### src/rtl/cordic_engine.sv
module cordic_engine #(
  parameter int W     = 30,
  parameter int FRAC  = 28,
  parameter int STEPS = 28,
  parameter int REP_A = 4,
  parameter int REP_B = 13,
  localparam int SW   = $clog2(STEPS + 4)
) (
  input  logic         clk,
  input  logic         rst,
  input  logic         run_en,
  input  logic         sel,
  input  logic         wr_en,
  input  logic         rd_en,
  input  logic [1:0]   reg_addr,
  input  logic [W-1:0] wdata,
  input  logic         mode_rot,
  input  logic         mode_vec,
  input  logic         sys_hyp,
  input  logic         sys_circ,
  output logic [W-1:0] rdata,
  output logic         busy
);

  function automatic logic [W-1:0] ang_const(input int i, input bit hyp);
    real x, t, s;
    x = 1.0 / (2.0 ** i);
    s = 0.0;
    t = x;
    if (!hyp && i == 0) s = 0.78539816339744831;
    else
      for (int k = 0; k < 40; k++) begin
        s = s + t / (2.0 * k + 1.0);
        t = hyp ? t * x * x : -t * x * x;
      end
    return W'($rtoi(s * (2.0 ** FRAC) + 0.5));
  endfunction

  logic signed [W-1:0] circ_tab [STEPS];
  logic signed [W-1:0] hyp_tab  [STEPS];

  for (genvar g = 0; g < STEPS; g++) begin : g_rom
    assign circ_tab[g] = ang_const(g, 1'b0);
    assign hyp_tab[g]  = ang_const(g, 1'b1);
  end

  logic signed [W-1:0] x_q, y_q, z_q;
  logic [SW-1:0]       step_q, sh_idx;
  logic                busy_q, hyp_q, vec_q;

  wire wr_hit   = sel & wr_en;
  wire start_ok = wr_hit & (reg_addr == 2'd3) & (mode_rot ^ mode_vec) & (sys_hyp ^ sys_circ);

  always_comb begin
    int k;
    k = int'(step_q);
    if (hyp_q) k = k + 1 - int'(k >= REP_A) - int'(k >= REP_B + 1);
    sh_idx = SW'(k);
  end

  wire signed [W-1:0] x_sh = x_q >>> sh_idx;
  wire signed [W-1:0] y_sh = y_q >>> sh_idx;
  wire signed [W-1:0] ang  = hyp_q ? hyp_tab[sh_idx] : circ_tab[sh_idx];
  wire                dpos = vec_q ? y_q[W-1] : ~z_q[W-1];

  wire signed [W-1:0] x_nx = (hyp_q ^ dpos) ? x_q - y_sh : x_q + y_sh;
  wire signed [W-1:0] y_nx = dpos ? y_q + x_sh : y_q - x_sh;
  wire signed [W-1:0] z_nx = dpos ? z_q - ang : z_q + ang;

  always_ff @(posedge clk) begin
    if (rst) begin
      x_q <= '0; y_q <= '0; z_q <= '0;
      step_q <= '0; busy_q <= 1'b0; hyp_q <= 1'b0; vec_q <= 1'b0;
    end else if (busy_q) begin
      if (run_en) begin
        x_q <= x_nx; y_q <= y_nx; z_q <= z_nx;
        step_q <= step_q + 1'b1;
        if (step_q == SW'(STEPS - 1)) busy_q <= 1'b0;
      end
    end else if (wr_hit) begin
      case (reg_addr)
        2'd0: x_q <= wdata;
        2'd1: y_q <= wdata;
        2'd2: z_q <= wdata;
        default: if (start_ok) begin
          busy_q <= 1'b1; step_q <= '0; hyp_q <= sys_hyp; vec_q <= mode_vec;
        end
      endcase
    end
  end

  assign busy  = busy_q;
  assign rdata = !(sel && rd_en) ? '0 :
                 reg_addr == 2'd0 ? x_q :
                 reg_addr == 2'd1 ? y_q :
                 reg_addr == 2'd2 ? z_q : '0;

  a_r5_pause_freezes: assert property (@(posedge clk) disable iff (rst)
    busy_q && !run_en |=> busy_q && $stable(x_q) && $stable(y_q) && $stable(z_q) && $stable(step_q));

  a_r5_step_in_range: assert property (@(posedge clk) disable iff (rst)
    busy_q |-> int'(step_q) < STEPS);

  a_r5_finish_on_last: assert property (@(posedge clk) disable iff (rst)
    $fell(busy_q) |-> $past(step_q) == SW'(STEPS - 1) && $past(run_en));

  a_r3_start_needs_write: assert property (@(posedge clk) disable iff (rst)
    $rose(busy_q) |-> $past(sel && wr_en && reg_addr == 2'd3));

  a_r3_bad_start_ignored: assert property (@(posedge clk) disable iff (rst)
    !busy_q && sel && wr_en && reg_addr == 2'd3 && (mode_rot == mode_vec) |=> !busy_q);

  a_r10_idle_hold: assert property (@(posedge clk) disable iff (rst)
    !busy_q && !(sel && wr_en) |=> $stable(x_q) && $stable(y_q) && $stable(z_q));

endmodule

### config.mk
export PLATFORM = sky130hd
export DESIGN_NAME = cordic_engine
export DESIGN_NICKNAME = d
export VERILOG_FILES = /design/src/rtl/cordic_engine.sv
export SDC_FILE = /design/constraint.sdc
export NUM_CORES = 1
export LEC_CHECK = 0
export CAP_MARGIN = 10
export CELL_PAD_IN_SITES_DETAIL_PLACEMENT = 0
export CELL_PAD_IN_SITES_GLOBAL_PLACEMENT = 2
export CORE_ASPECT_RATIO = 0.9
export CORE_UTILIZATION = 42
export DETAILED_ROUTE_END_ITERATION = 7
export DONT_BUFFER_PORTS = 1
export PLACE_DENSITY_LB_ADDON = 0.1
export SLEW_MARGIN = 20
export SYNTH_ARGS = -nofsm -noshare
export SYNTH_HDL_FRONTEND = slang
export SYNTH_SLANG_ARGS = --single-unit
### constraint.sdc
create_clock -name clk -period 23.2 [get_ports clk]
set_input_delay 2.32 -clock clk [delete_from_list [all_inputs] [get_ports clk]]
set_output_delay 2.32 -clock clk [all_outputs]
set_load 0.02 [all_outputs]
Yosys cells after proc, flatten, opt, wreduce, memory -nomap -nowiden
Memories as Yosys holds them, arrays and structs flattened.
Index checks and enable logic that the tools add are counted.
{"block": "word_totals", "memories": 2, "rom_bits": 1920, "regBits": 98, "word_cells": 91, "latchBits": 0, "ram_bits": 0, "output_inout_bits": 31}
{"name": "(name not given)", "depth": 32, "word_bits": 30, "rd": 1, "rd_clocked_by_memory_dff": 0, "write_ports": 0, "line": "63", "text": "wire signed [W-1:0] ang = hyp_q ? hyp_tab[sh_idx] : circ_tab[sh_idx];"}
{"name": "(name not given)", "depth": 32, "word_bits": 30, "rd": 1, "rd_clocked_by_memory_dff": 0, "write_ports": 0, "line": "63"}
{"block": "op_classes", "n_reduce_logical": 13, "add_sub_neg": 10, "multipliers": 0, "bitwise_logic": 11, "n_mux": 37, "shift": 2, "n_eq_ne": 6, "n_div": 0, "order_cmp": 3}
{"operator": "two-way mux 30 bit", "n": 24}
{"operator": "adder 30 bit", "n": 3}
{"operator": "subtractor 30 bit", "n": 3}
{"operator": ">>> shifter 30 x 5 -> 30 bit", "n": 2}
{"operator": "two-way mux 5 bit", "n": 6}
{"operator": "adder 5 x 1 -> 5 bit, second input constant", "n": 2}
{"operator": "nonzero test 2 bit", "n": 5}
{"operator": "AND reduction 3 bit", "n": 3}
{"operator": "AND reduction 4 bit", "n": 2}
{"operator": "two-way mux 1 bit", "n": 7}
{"operator": ">= comparator 6 bit, second input constant", "n": 1}
{"operator": "inverter 5 -> 6 bit", "n": 1}
{"operator": "equality test 5 bit, second input constant", "n": 1}
{"operator": ">= comparator 5 x 3 -> 1 bit, second input constant", "n": 1}
{"operator": ">= comparator 5 x 4 -> 1 bit, second input constant", "n": 1}
{"operator": "subtractor 5 x 1 -> 5 bit", "n": 1}
{"operator": "subtractor 5 x 2 -> 5 bit", "n": 1}
{"operator": "bitwise AND 1 bit", "n": 4}
{"operator": "equality test 2 bit, second input constant", "n": 2}
{"operator": "inverter 1 bit", "n": 3}
{"operator": "OR reduction 3 bit", "n": 1}
{"operator": "bitwise XOR 1 bit", "n": 3}
{"operator": "equality test 2 x 1 -> 1 bit, second input constant", "n": 1}
{"operator": "zero test 2 bit", "n": 1}
{"operator": "other kinds (3)", "n": 3}

Depth between registers and ports, before layout
Gate-level depths: netlist (run 1).
{"block": "depth", "word_depth": 13, "mapped_depth": 44, "ltp_nobuf": 37}

Worst setup path after synthesis (run 1)
No wires, ideal clock.
{"block": "synth_timing", "kind": "register -> register", "start": "register step_q[3]", "end": "register y_q[29]", "stages_incl_launch_ff": 42, "required_ns": 23.105, "path_slack_ns": 15.112, "setup_ns": 0.095, "arrival_ns": 7.993, "path_cell_list": "dfxtp_1 clkinv_1 ha_1 nand2_1 o211ai_1 ha_1 inv_1 ha_1 ha_1 inv_1 fa_1 and2_1 clkbuf_1 nor2_2 buf_2 buf_1 mux2_2 o211ai_1 (+6 left out) or4b_1 or2_1 clkbuf_1 nor2_1 a31oi_1 xnor2_1 ha_1 a21o_1 a21o_1 a21oi_1 o31ai_1 a21oi_1 o31ai_1 a21o_1 a21o_1 a21o_1 or2_2 o311ai_1"}
{"block": "synth_between", "elab_chain_cells": 9}
{"element": "from (decl)", "line": "48", "text": "logic [SW-1:0] step_q, sh_idx;"}
{"element": "from (signal assigned)", "line": "77", "text": "step_q <= step_q + 1'b1;"}
{"element": "adder 5 x 1 -> 5 bit or >= comparator 5 x 3 -> 1 bit (tied branches)", "line": "57", "text": "if (hyp_q) k = k + 1 - int'(k >= REP_A) - int'(k >= REP_B + 1);"}
{"element": "subtractor 5 x 1 -> 5 bit", "line": "57"}
{"element": "subtractor 5 x 2 -> 5 bit", "line": "57"}
{"element": "two-way mux 5 bit *", "line": "57"}
{"element": ">>> shifter 30 x 5 -> 30 bit *", "line": "61", "text": "wire signed [W-1:0] x_sh = x_q >>> sh_idx;"}
{"element": "subtractor 30 bit or adder 30 bit (tied branches)", "line": "67", "text": "wire signed [W-1:0] y_nx = dpos ? y_q + x_sh : y_q - x_sh;"}
{"element": "two-way mux 30 bit *", "line": "67"}
{"element": "two-way mux 30 bit *", "line": "75", "text": "if (run_en) begin"}
{"element": "two-way mux 30 bit *", "line": "74", "text": "end else if (busy_q) begin"}
{"element": "to (signal assigned)", "line": "76", "text": "x_q <= x_nx; y_q <= y_nx; z_q <= z_nx;"}
{"element": "to (signal assigned)", "line": "83", "text": "2'd1: y_q <= wdata;"}
{"element": "to (decl)", "line": "47", "text": "logic signed [W-1:0] x_q, y_q, z_q;"}
Every way passes the cells marked *; elsewhere a longest branch is shown, timed or not. The select of a mux whose other input is x is not followed.
A chain may end at the register's enable or synchronous reset.

Worst setup path after layout (run 1)
{"block": "layout_timing", "start": "register step_q[3]", "end": "register x_q[29]"}
{"block": "layout_between", "elab_chain_cells": 9}
{"element": "adder 5 x 1 -> 5 bit or >= comparator 5 x 3 -> 1 bit (tied branches)", "line": "57"}
{"element": "subtractor 5 x 1 -> 5 bit", "line": "57"}
{"element": "subtractor 5 x 2 -> 5 bit", "line": "57"}
{"element": "two-way mux 5 bit *", "line": "57"}
{"element": ">>> shifter 30 x 5 -> 30 bit *", "line": "62", "text": "wire signed [W-1:0] y_sh = y_q >>> sh_idx;"}
{"element": "adder 30 bit or subtractor 30 bit (tied branches)", "line": "66", "text": "wire signed [W-1:0] x_nx = (hyp_q ^ dpos) ? x_q - y_sh : x_q + y_sh;"}
{"element": "two-way mux 30 bit *", "line": "66"}
{"element": "two-way mux 30 bit *", "line": "75"}
{"element": "two-way mux 30 bit *", "line": "74"}
{"element": "to (signal assigned)", "line": "76"}
{"element": "to (signal assigned)", "line": "82", "text": "2'd0: x_q <= wdata;"}
{"element": "to (decl)", "line": "47"}
Marked as above.

==> results of run 1 <==
==> per-layer routing <==
| layer | part of all wire [%] | global-route usage [%] |
|---|---|---|
| met4 | 5.2 | 18.1 |
| met5 | 0 | 0 |
| met1 | 43 | 50.5 |
| met3 | 8.5 | 6.93 |
| met2 | 43 | 57.5 |
==> registers in the layout, indices dropped and copies added (netlist names) <==
signal	flops
busy	1
hyp_q	1
step_q	5
vec_q	1
x_q	30
y_q	30
z_q	30
==> power by group <==
group,switching (mW),internal (mW)
combinational,0.185,0.107
clock,0.0836,0.0968
sequential,0.0156,0.174
==> path summary, 6_finish.rpt <==
| path | slack [ns] | to | depth (start not counted) | from |
|---|---|---|---|---|
| setup / recovery | 13.46 | x_q[29] | 31 | step_q[3] |
| hold / removal | 0.49 | z_q[0] | 2 | z_q[0] |
| setup reg to reg | 13.46 | x_q[29] | 31 | step_q[3] |
| hold reg to reg | 0.49 | z_q[0] | 2 | z_q[0] |
==> kinds of logic (layout without fill, tap and decap cells) <==
family          count (synthesis)  count (layout)  share of synthesized area, %
compound gates                764             764                          31.1
fa+ha+maj                     114             114                          9.01
other cells                     0               1                             0
simple gates                  737             737                          21.4
flops                          98              98                          12.1
xor+xnor                      158             158                          8.56
buf+inv                       205             111                          5.78
mux                           175             175                          12.0
==> cells in the final DEF, fill, tap and decap left out, types with 13 or more instances in the layout <==
cell | netlist | layout
sky130_fd_sc_hd__nor2b_1 | 26 | 25
sky130_fd_sc_hd__o21a_1 | 14 | 14
sky130_fd_sc_hd__and2_1 | 13 | 13
sky130_fd_sc_hd__a21o_1 | 60 | 60
sky130_fd_sc_hd__mux2i_1 | 138 | 138
sky130_fd_sc_hd__a22oi_1 | 35 | 35
sky130_fd_sc_hd__inv_1 | 51 | 51
sky130_fd_sc_hd__mux2_2 | 17 | 17
sky130_fd_sc_hd__nand4_1 | 23 | 23
sky130_fd_sc_hd__nor3_1 | 48 | 47
sky130_fd_sc_hd__nor2_1 | 243 | 243
sky130_fd_sc_hd__a311oi_1 | 30 | 30
sky130_fd_sc_hd__nand2b_1 | 18 | 18
sky130_fd_sc_hd__nand3_1 | 42 | 42
sky130_fd_sc_hd__a21oi_1 | 230 | 228
sky130_fd_sc_hd__xnor2_1 | 95 | 95
sky130_fd_sc_hd__o22ai_1 | 15 | 15
sky130_fd_sc_hd__nand2_1 | 221 | 220
sky130_fd_sc_hd__or3_1 | 16 | 16
sky130_fd_sc_hd__o31ai_1 | 19 | 18
sky130_fd_sc_hd__o211ai_1 | 21 | 21
sky130_fd_sc_hd__o21ai_0 | 126 | 125
sky130_fd_sc_hd__ha_1 | 110 | 110
sky130_fd_sc_hd__dfxtp_1 | 98 | 97
sky130_fd_sc_hd__and3_1 | 17 | 17
sky130_fd_sc_hd__a211oi_1 | 51 | 51
sky130_fd_sc_hd__xor2_1 | 63 | 63
sky130_fd_sc_hd__buf_4 | 13 | 39
sky130_fd_sc_hd__a31oi_1 | 35 | 35
==> critical path: cells and delay by family (launching register included) <==
family	cells	cell delay [ns]
simple gates	6	1.89
compound gates	13	4.20
buf+inv	3	0.46
flops	1	0.54
fa+ha+maj	7	2.19
xor+xnor	2	0.31
==> layout make-up <==
class	count	area (sq um)	area share (%)
Multi-Input combinational cell	1948	13300	79.6
Sequential cell	98	1970	11.7
Tap cell	483	604	3.61
Timing Repair Buffer	39	293	1.75
Clock buffer	9	225	1.35
Inverter	56	210	1.26
Clock inverter	7	106	0.635
Antenna cell	1	2.50	0.0149
==> metrics by stage <==
stage / power, mW / instance area [sq um] / std cells
after global routing: 0.694 / 16700 / 2640
after CTS: 0.660 / 16700 / 2640
after floorplan: 0.395 / 16200 / 2251
after global placement: 0.479 / 16400 / 2624
after detailed placement: 0.479 / 16400 / 2624
final: 0.663 / 16700 / 2641
==> metrics.json, run 1 <==
{
  "final_layout_size_suffix_gt1_share_pct": 6.91,
  "post_synth_instance_area_sq_um": 16200,
  "num_vias": 17700,
  "h-tree-depth": 3,
  "period_utilisation_layout_pct": 42.0,
  "ys_seq_area_share_pct": 12.1,
  "synthMostInstantiatedCell": "sky130_fd_sc_hd__nor2_1",
  "synth-edff-count": 0,
  "layout.nets": 2308,
  "cts_max_path_buffers": 2,
  "post-place-ws_ns": 13.79,
  "design.die.area_sq_um": 39300,
  "crit_path_max_incr_delay_ns": 0.88,
  "via_per_inst": 6.68,
  "worst_slew_margin_rel_pct": 23.2,
  "outcome": "completed",
  "initial_util_pct": 43.1,
  "antenna_left": 0,
  "hold_slack_ns": 0.485,
  "synth.ff_latch_count": 98,
  "post_cts_buffers": 0,
  "synth_async_sr_flop_share_pct": 0,
  "clock_sinks": 98,
  "buffer_cell_driving_the_clock_tree_root": "sky130_fd_sc_hd__clkbuf_16",
  "detailedRoute.firstPassIterationCount": 6,
  "cp_common_cell": "sky130_fd_sc_hd__ha_1",
  "crit_path_end_kind": "flip-flop",
  "drv_cap": 0,
  "clk_latency_ns": 0.40,
  "synth_flop_cell": "sky130_fd_sc_hd__dfxtp_1",
  "dp.final_hpwl_um": 57600,
  "yosysWarningCount": 0,
  "numPortBuffers": 0,
  "rsz0062_at_grt": "no",
  "synthCells": 2251,
  "total_power_divided_by_cell_area_nw_per_um2": 39.6,
  "final_wirelength_um": 75100,
  "layout_setup_ws_ns": 13.46,
  "grt_util_all_layers_pct": 37.6,
  "floorplan.io_pins": 73,
  "gpl.final_weighted_congestion": 0.965,
  "final_core_util_pct": 44.6,
  "cp_slowest_cell": "sky130_fd_sc_hd__o311ai_1",
  "grt_max_degree": 73,
  "final-hold-violation-count": 0,
  "period_needed_ns": 9.74,
  "remaining_drc_errors": 0,
  "cp_data_arrival_time_ns": 10.00,
  "synthesized_netlist_net_count": 2407,
  "synthesis_to_finish_area_growth_pct": 3.54,
  "grt_pass1_wl_um": 110000,
  "cts_hold_buffers": 0,
  "skew_ns": 0.0132,
  "antenna_found_initial": 1,
  "postCtsResizedCells": 0,
  "synth.top_cells.by_count": "sky130_fd_sc_hd__nor2_1 (243), sky130_fd_sc_hd__a21oi_1 (230), sky130_fd_sc_hd__nand2_1 (221)",
  "floorplan.die.width_um": 209,
  "clock.fmax_mhz": 103,
  "grt_pass1_vias": 16300,
  "synth.largest_area_cell": "sky130_fd_sc_hd__dfxtp_1",
  "totalNegativeSetupSlack_ns": 0,
  "syn_avg_cell_area_sq_um": 7.18,
  "timing.setup.critical_path_class": "flip-flop to flip-flop",
  "static_power_due_to_leakage_nw": 6.82,
  "cts.reportedPaths.clkPinSlew_ns": 0.08,
  "dieHeight_um": 188,
  "n_fill_cell": 3950,
  "grt_overflow_total": 0,
  "worst_ep_required_time_ns": 23.46,
  "cp_max_fo": 64,
  "synth.distinct_cells": 102,
  "crit_path_start_kind": "flip-flop",
  "core-area_sq_um": 37600,
  "first_iter_violations": 2080,
  "synthTopCellsByArea": "sky130_fd_sc_hd__dfxtp_1 (12%), sky130_fd_sc_hd__mux2i_1 (8.5%), sky130_fd_sc_hd__ha_1 (8.5%), sky130_fd_sc_hd__a21oi_1 (7.1%), sky130_fd_sc_hd__nor2_1 (5.6%)",
  "hold_path.class": "flip-flop to flip-flop",
  "cts_tree": "done",
  "row_count": 67,
  "wl_per_cell_um": 28.4,
  "drv_slew": 0,
  "irDropWorstVdd_mv": 0.0291,
  "synth.top_cell.area_share_pct": 12.1,
  "setup_violations": 0,
  "cts-buffers-inserted": 9,
  "worst-slew-pin-transition_ns": 1.15
}
No activity file was read; power rests on OpenSTA's default activity.
==> run 2: changes to the inputs <==
--- a/config.mk
+++ b/config.mk
@@ -9,7 +9,7 @@
 export CELL_PAD_IN_SITES_DETAIL_PLACEMENT = 0
 export CELL_PAD_IN_SITES_GLOBAL_PLACEMENT = 2
 export CORE_ASPECT_RATIO = 0.9
-export CORE_UTILIZATION = 42
+export CORE_UTILIZATION = 35
 export DETAILED_ROUTE_END_ITERATION = 7
 export DONT_BUFFER_PORTS = 1
 export PLACE_DENSITY_LB_ADDON = 0.1
==> constraint.sdc (replaced) <==
create_clock -name clk -period 7.9 [get_ports clk]
set_input_delay 0.79 -clock clk [delete_from_list [all_inputs] [get_ports clk]]
set_output_delay 0.79 -clock clk [all_outputs]
set_load 0.02 [all_outputs]
==> metrics.json, run 2 (synthesis gave the netlist of run 1 again) <==
{
  "outcome": "completed",
  "worst-slew-pin-transition_ns": 1.04,
  "worst_slew_margin_rel_pct": 30.8,
  "cts.reportedPaths.clkPinSlew_ns": 0.09,
  "floorplan.io_pins": 73,
  "n_fill_cell": 4841,
  "gpl.final_weighted_congestion": 1.01,
  "cp_data_arrival_time_ns": 7.85,
  "most-common-layout-cells": "sky130_fd_sc_hd__nor2_1 (240), sky130_fd_sc_hd__a21oi_1 (221), sky130_fd_sc_hd__nand2_1 (217), sky130_fd_sc_hd__buf_4 (176), sky130_fd_sc_hd__mux2i_1 (138)",
  "clock.fmax_mhz": 132,
  "r2r.worst_path.cells": 38,
  "wl_per_cell_um": 28.8,
  "hold_path.class": "input port to flip-flop",
  "dieHeight_um": 206,
  "total_power_divided_by_cell_area_nw_per_um2": 110,
  "dpl_cell_area_sq_um": 17700,
  "cp_max_fo": 15,
  "grt_pass1_wl_um": 121000,
  "worst_ep_required_time_ns": 8.16,
  "clock_sinks": 98,
  "r2r-start": "step_q[3]",
  "antenna_found_initial": 0,
  "final_wirelength_um": 84000,
  "antenna_left": 0,
  "setup_violations": 0,
  "post-place-ws_ns": -0.0270,
  "detailedRoute.firstPassIterationCount": 6,
  "cts_tree": "done",
  "row_count": 74,
  "crit_path_end_kind": "flip-flop",
  "layout_setup_ws_ns": 0.307,
  "drv_cap": 0,
  "core-area_sq_um": 45500,
  "h-tree-depth": 3,
  "timing.setup.critical_path_class": "flip-flop to flip-flop",
  "layout.nets": 2456,
  "remaining_drc_errors": 0,
  "timing.hold.worst.start": "rst",
  "cp_slowest_cell": "sky130_fd_sc_hd__fa_1",
  "critPathTopFamily": "compound AO/OA/AOI/OAI gates",
  "design.die.area_sq_um": 47100,
  "grt_util_all_layers_pct": 34.9,
  "final_layout_size_suffix_gt1_share_pct": 14.6,
  "floorplan.die.width_um": 229,
  "grt_overflow_total": 0,
  "buffer_cell_driving_the_clock_tree_root": "sky130_fd_sc_hd__clkbuf_16",
  "instances_no_fill": 2913,
  "reg2reg_slack_ns": 0.31,
  "drv_slew": 0,
  "grt_max_degree": 73,
  "critical_path.reg2reg.endpoint": "x_q[29]",
  "numPortBuffers": 0,
  "clk_latency_ns": 0.40,
  "final-hold-violation-count": 0,
  "final_std_cell_area_no_fill_sq_um": 18300,
  "crit_path_start_kind": "flip-flop",
  "grt_pass1_vias": 16800,
  "static_power_due_to_leakage_nw": 7.54,
  "hold_end": "y_q[16]",
  "crit_path_max_incr_delay_ns": 0.54,
  "path_buf_inv": 8,
  "synthesis_to_finish_area_growth_pct": 13.1,
  "final_core_util_pct": 40.2,
  "first_iter_violations": 1889,
  "min_path_cells": 1,
  "num_vias": 18300,
  "irDropWorstVdd_mv": 0.130,
  "placed_cells_incl_taps": 2893,
  "biggestRegsByFlops": "x_q (30), y_q (30), z_q (30)",
  "dp.final_hpwl_um": 66700,
  "period_needed_ns": 7.59,
  "mostFrequentLayoutCell": "sky130_fd_sc_hd__nor2_1",
  "hold_slack_ns": 0.459,
  "period_utilisation_layout_pct": 96.1,
  "skew_ns": 0.0123,
  "cts_max_path_buffers": 2,
  "via_per_inst": 6.28,
  "initial_util_pct": 35.6,
  "cts-buffers-inserted": 9
}
-- run 2: cell types whose count changed in the layout (fill, tap and decap cells not counted), moves of 4 or more --
| cell | before | now |
|---|---|---|
| sky130_fd_sc_hd__buf_4 | 39 | 176 |
| sky130_fd_sc_hd__buf_12 | 0 | 7 |
| sky130_fd_sc_hd__ha_2 | 0 | 4 |
| sky130_fd_sc_hd__ha_1 | 110 | 106 |
| sky130_fd_sc_hd__a21oi_2 | 3 | 9 |
| sky130_fd_sc_hd__o21ai_1 | 5 | 9 |
| sky130_fd_sc_hd__o21ai_0 | 125 | 120 |
| sky130_fd_sc_hd__a21oi_1 | 228 | 221 |
-- run 2: stage by stage --
step / TNS, ns / power (mW)
detailed placement: -0.0270 / 1.50
finish: 0 / 2.01
global placement: -0.0613 / 1.50
global route: -0.0428 / 2.11
floorplan: 0 / 1.16
CTS: 0 / 2.00
-- run 2: worst max path at each step --
stage          startpoint       to  slack, ns  depth (start not counted)
2_1_floorplan   step_q[3]  y_q[29]       0.01                         41
3_3_place_gp    step_q[3]  x_q[29]      -0.05                         38
3_5_place_dp    step_q[3]  x_q[29]      -0.03                         38
4_1_cts         step_q[3]  x_q[29]       0.05                         38
5_1_grt         step_q[2]  x_q[29]      -0.02                         37
6_report        step_q[3]  x_q[29]       0.31                         38
-- run 2: where the power goes --
part | leakage (nW) | internal [mW] | switching, mW
clock network | 0.139 | 0.246 | 0.248
registers | 0.797 | 0.512 | 0.0489
logic | 6.60 | 0.391 | 0.566
total | 7.54 | 1.15 | 0.862
-- run 2: final cells by class --
| cell class | instances | area [sq um] | share of cell area [%] |
|---|---|---|---|
| inverter | 56 | 214 | 1.17 |
| timing repair buffer | 187 | 1510 | 8.26 |
| sequential | 98 | 1970 | 10.8 |
| clock buffer | 9 | 225 | 1.23 |
| tap | 608 | 761 | 4.16 |
| multi-input combinational | 1948 | 13500 | 74.1 |
| clock inverter | 6 | 66.3 | 0.362 |
| antenna | 1 | 2.50 | 0.0137 |
-- run 2: metal layers --
metal | track usage, % | up-vias | part of all wire (%)
met1 | 47.3 | 8960 | 45
met2 | 55.6 | 750 | 44
met5 | 0 | - | 0
met3 | 5.01 | 111 | 6.7
li1 | - | 8478 | -
met4 | 14.0 | 0 | 4.2
-- run 2: timing repair --
| item | 4_1_cts | 5_1_grt |
|---|---|---|
| setup buffers | 1 | 3 |
| gates resized for setup | 1 | 59 |
| pin swaps | 1 | 12 |
| setup endpoints to repair | 4 | 36 |
| hold buffers | 0 | 0 |
| gates cloned | 0 | 0 |
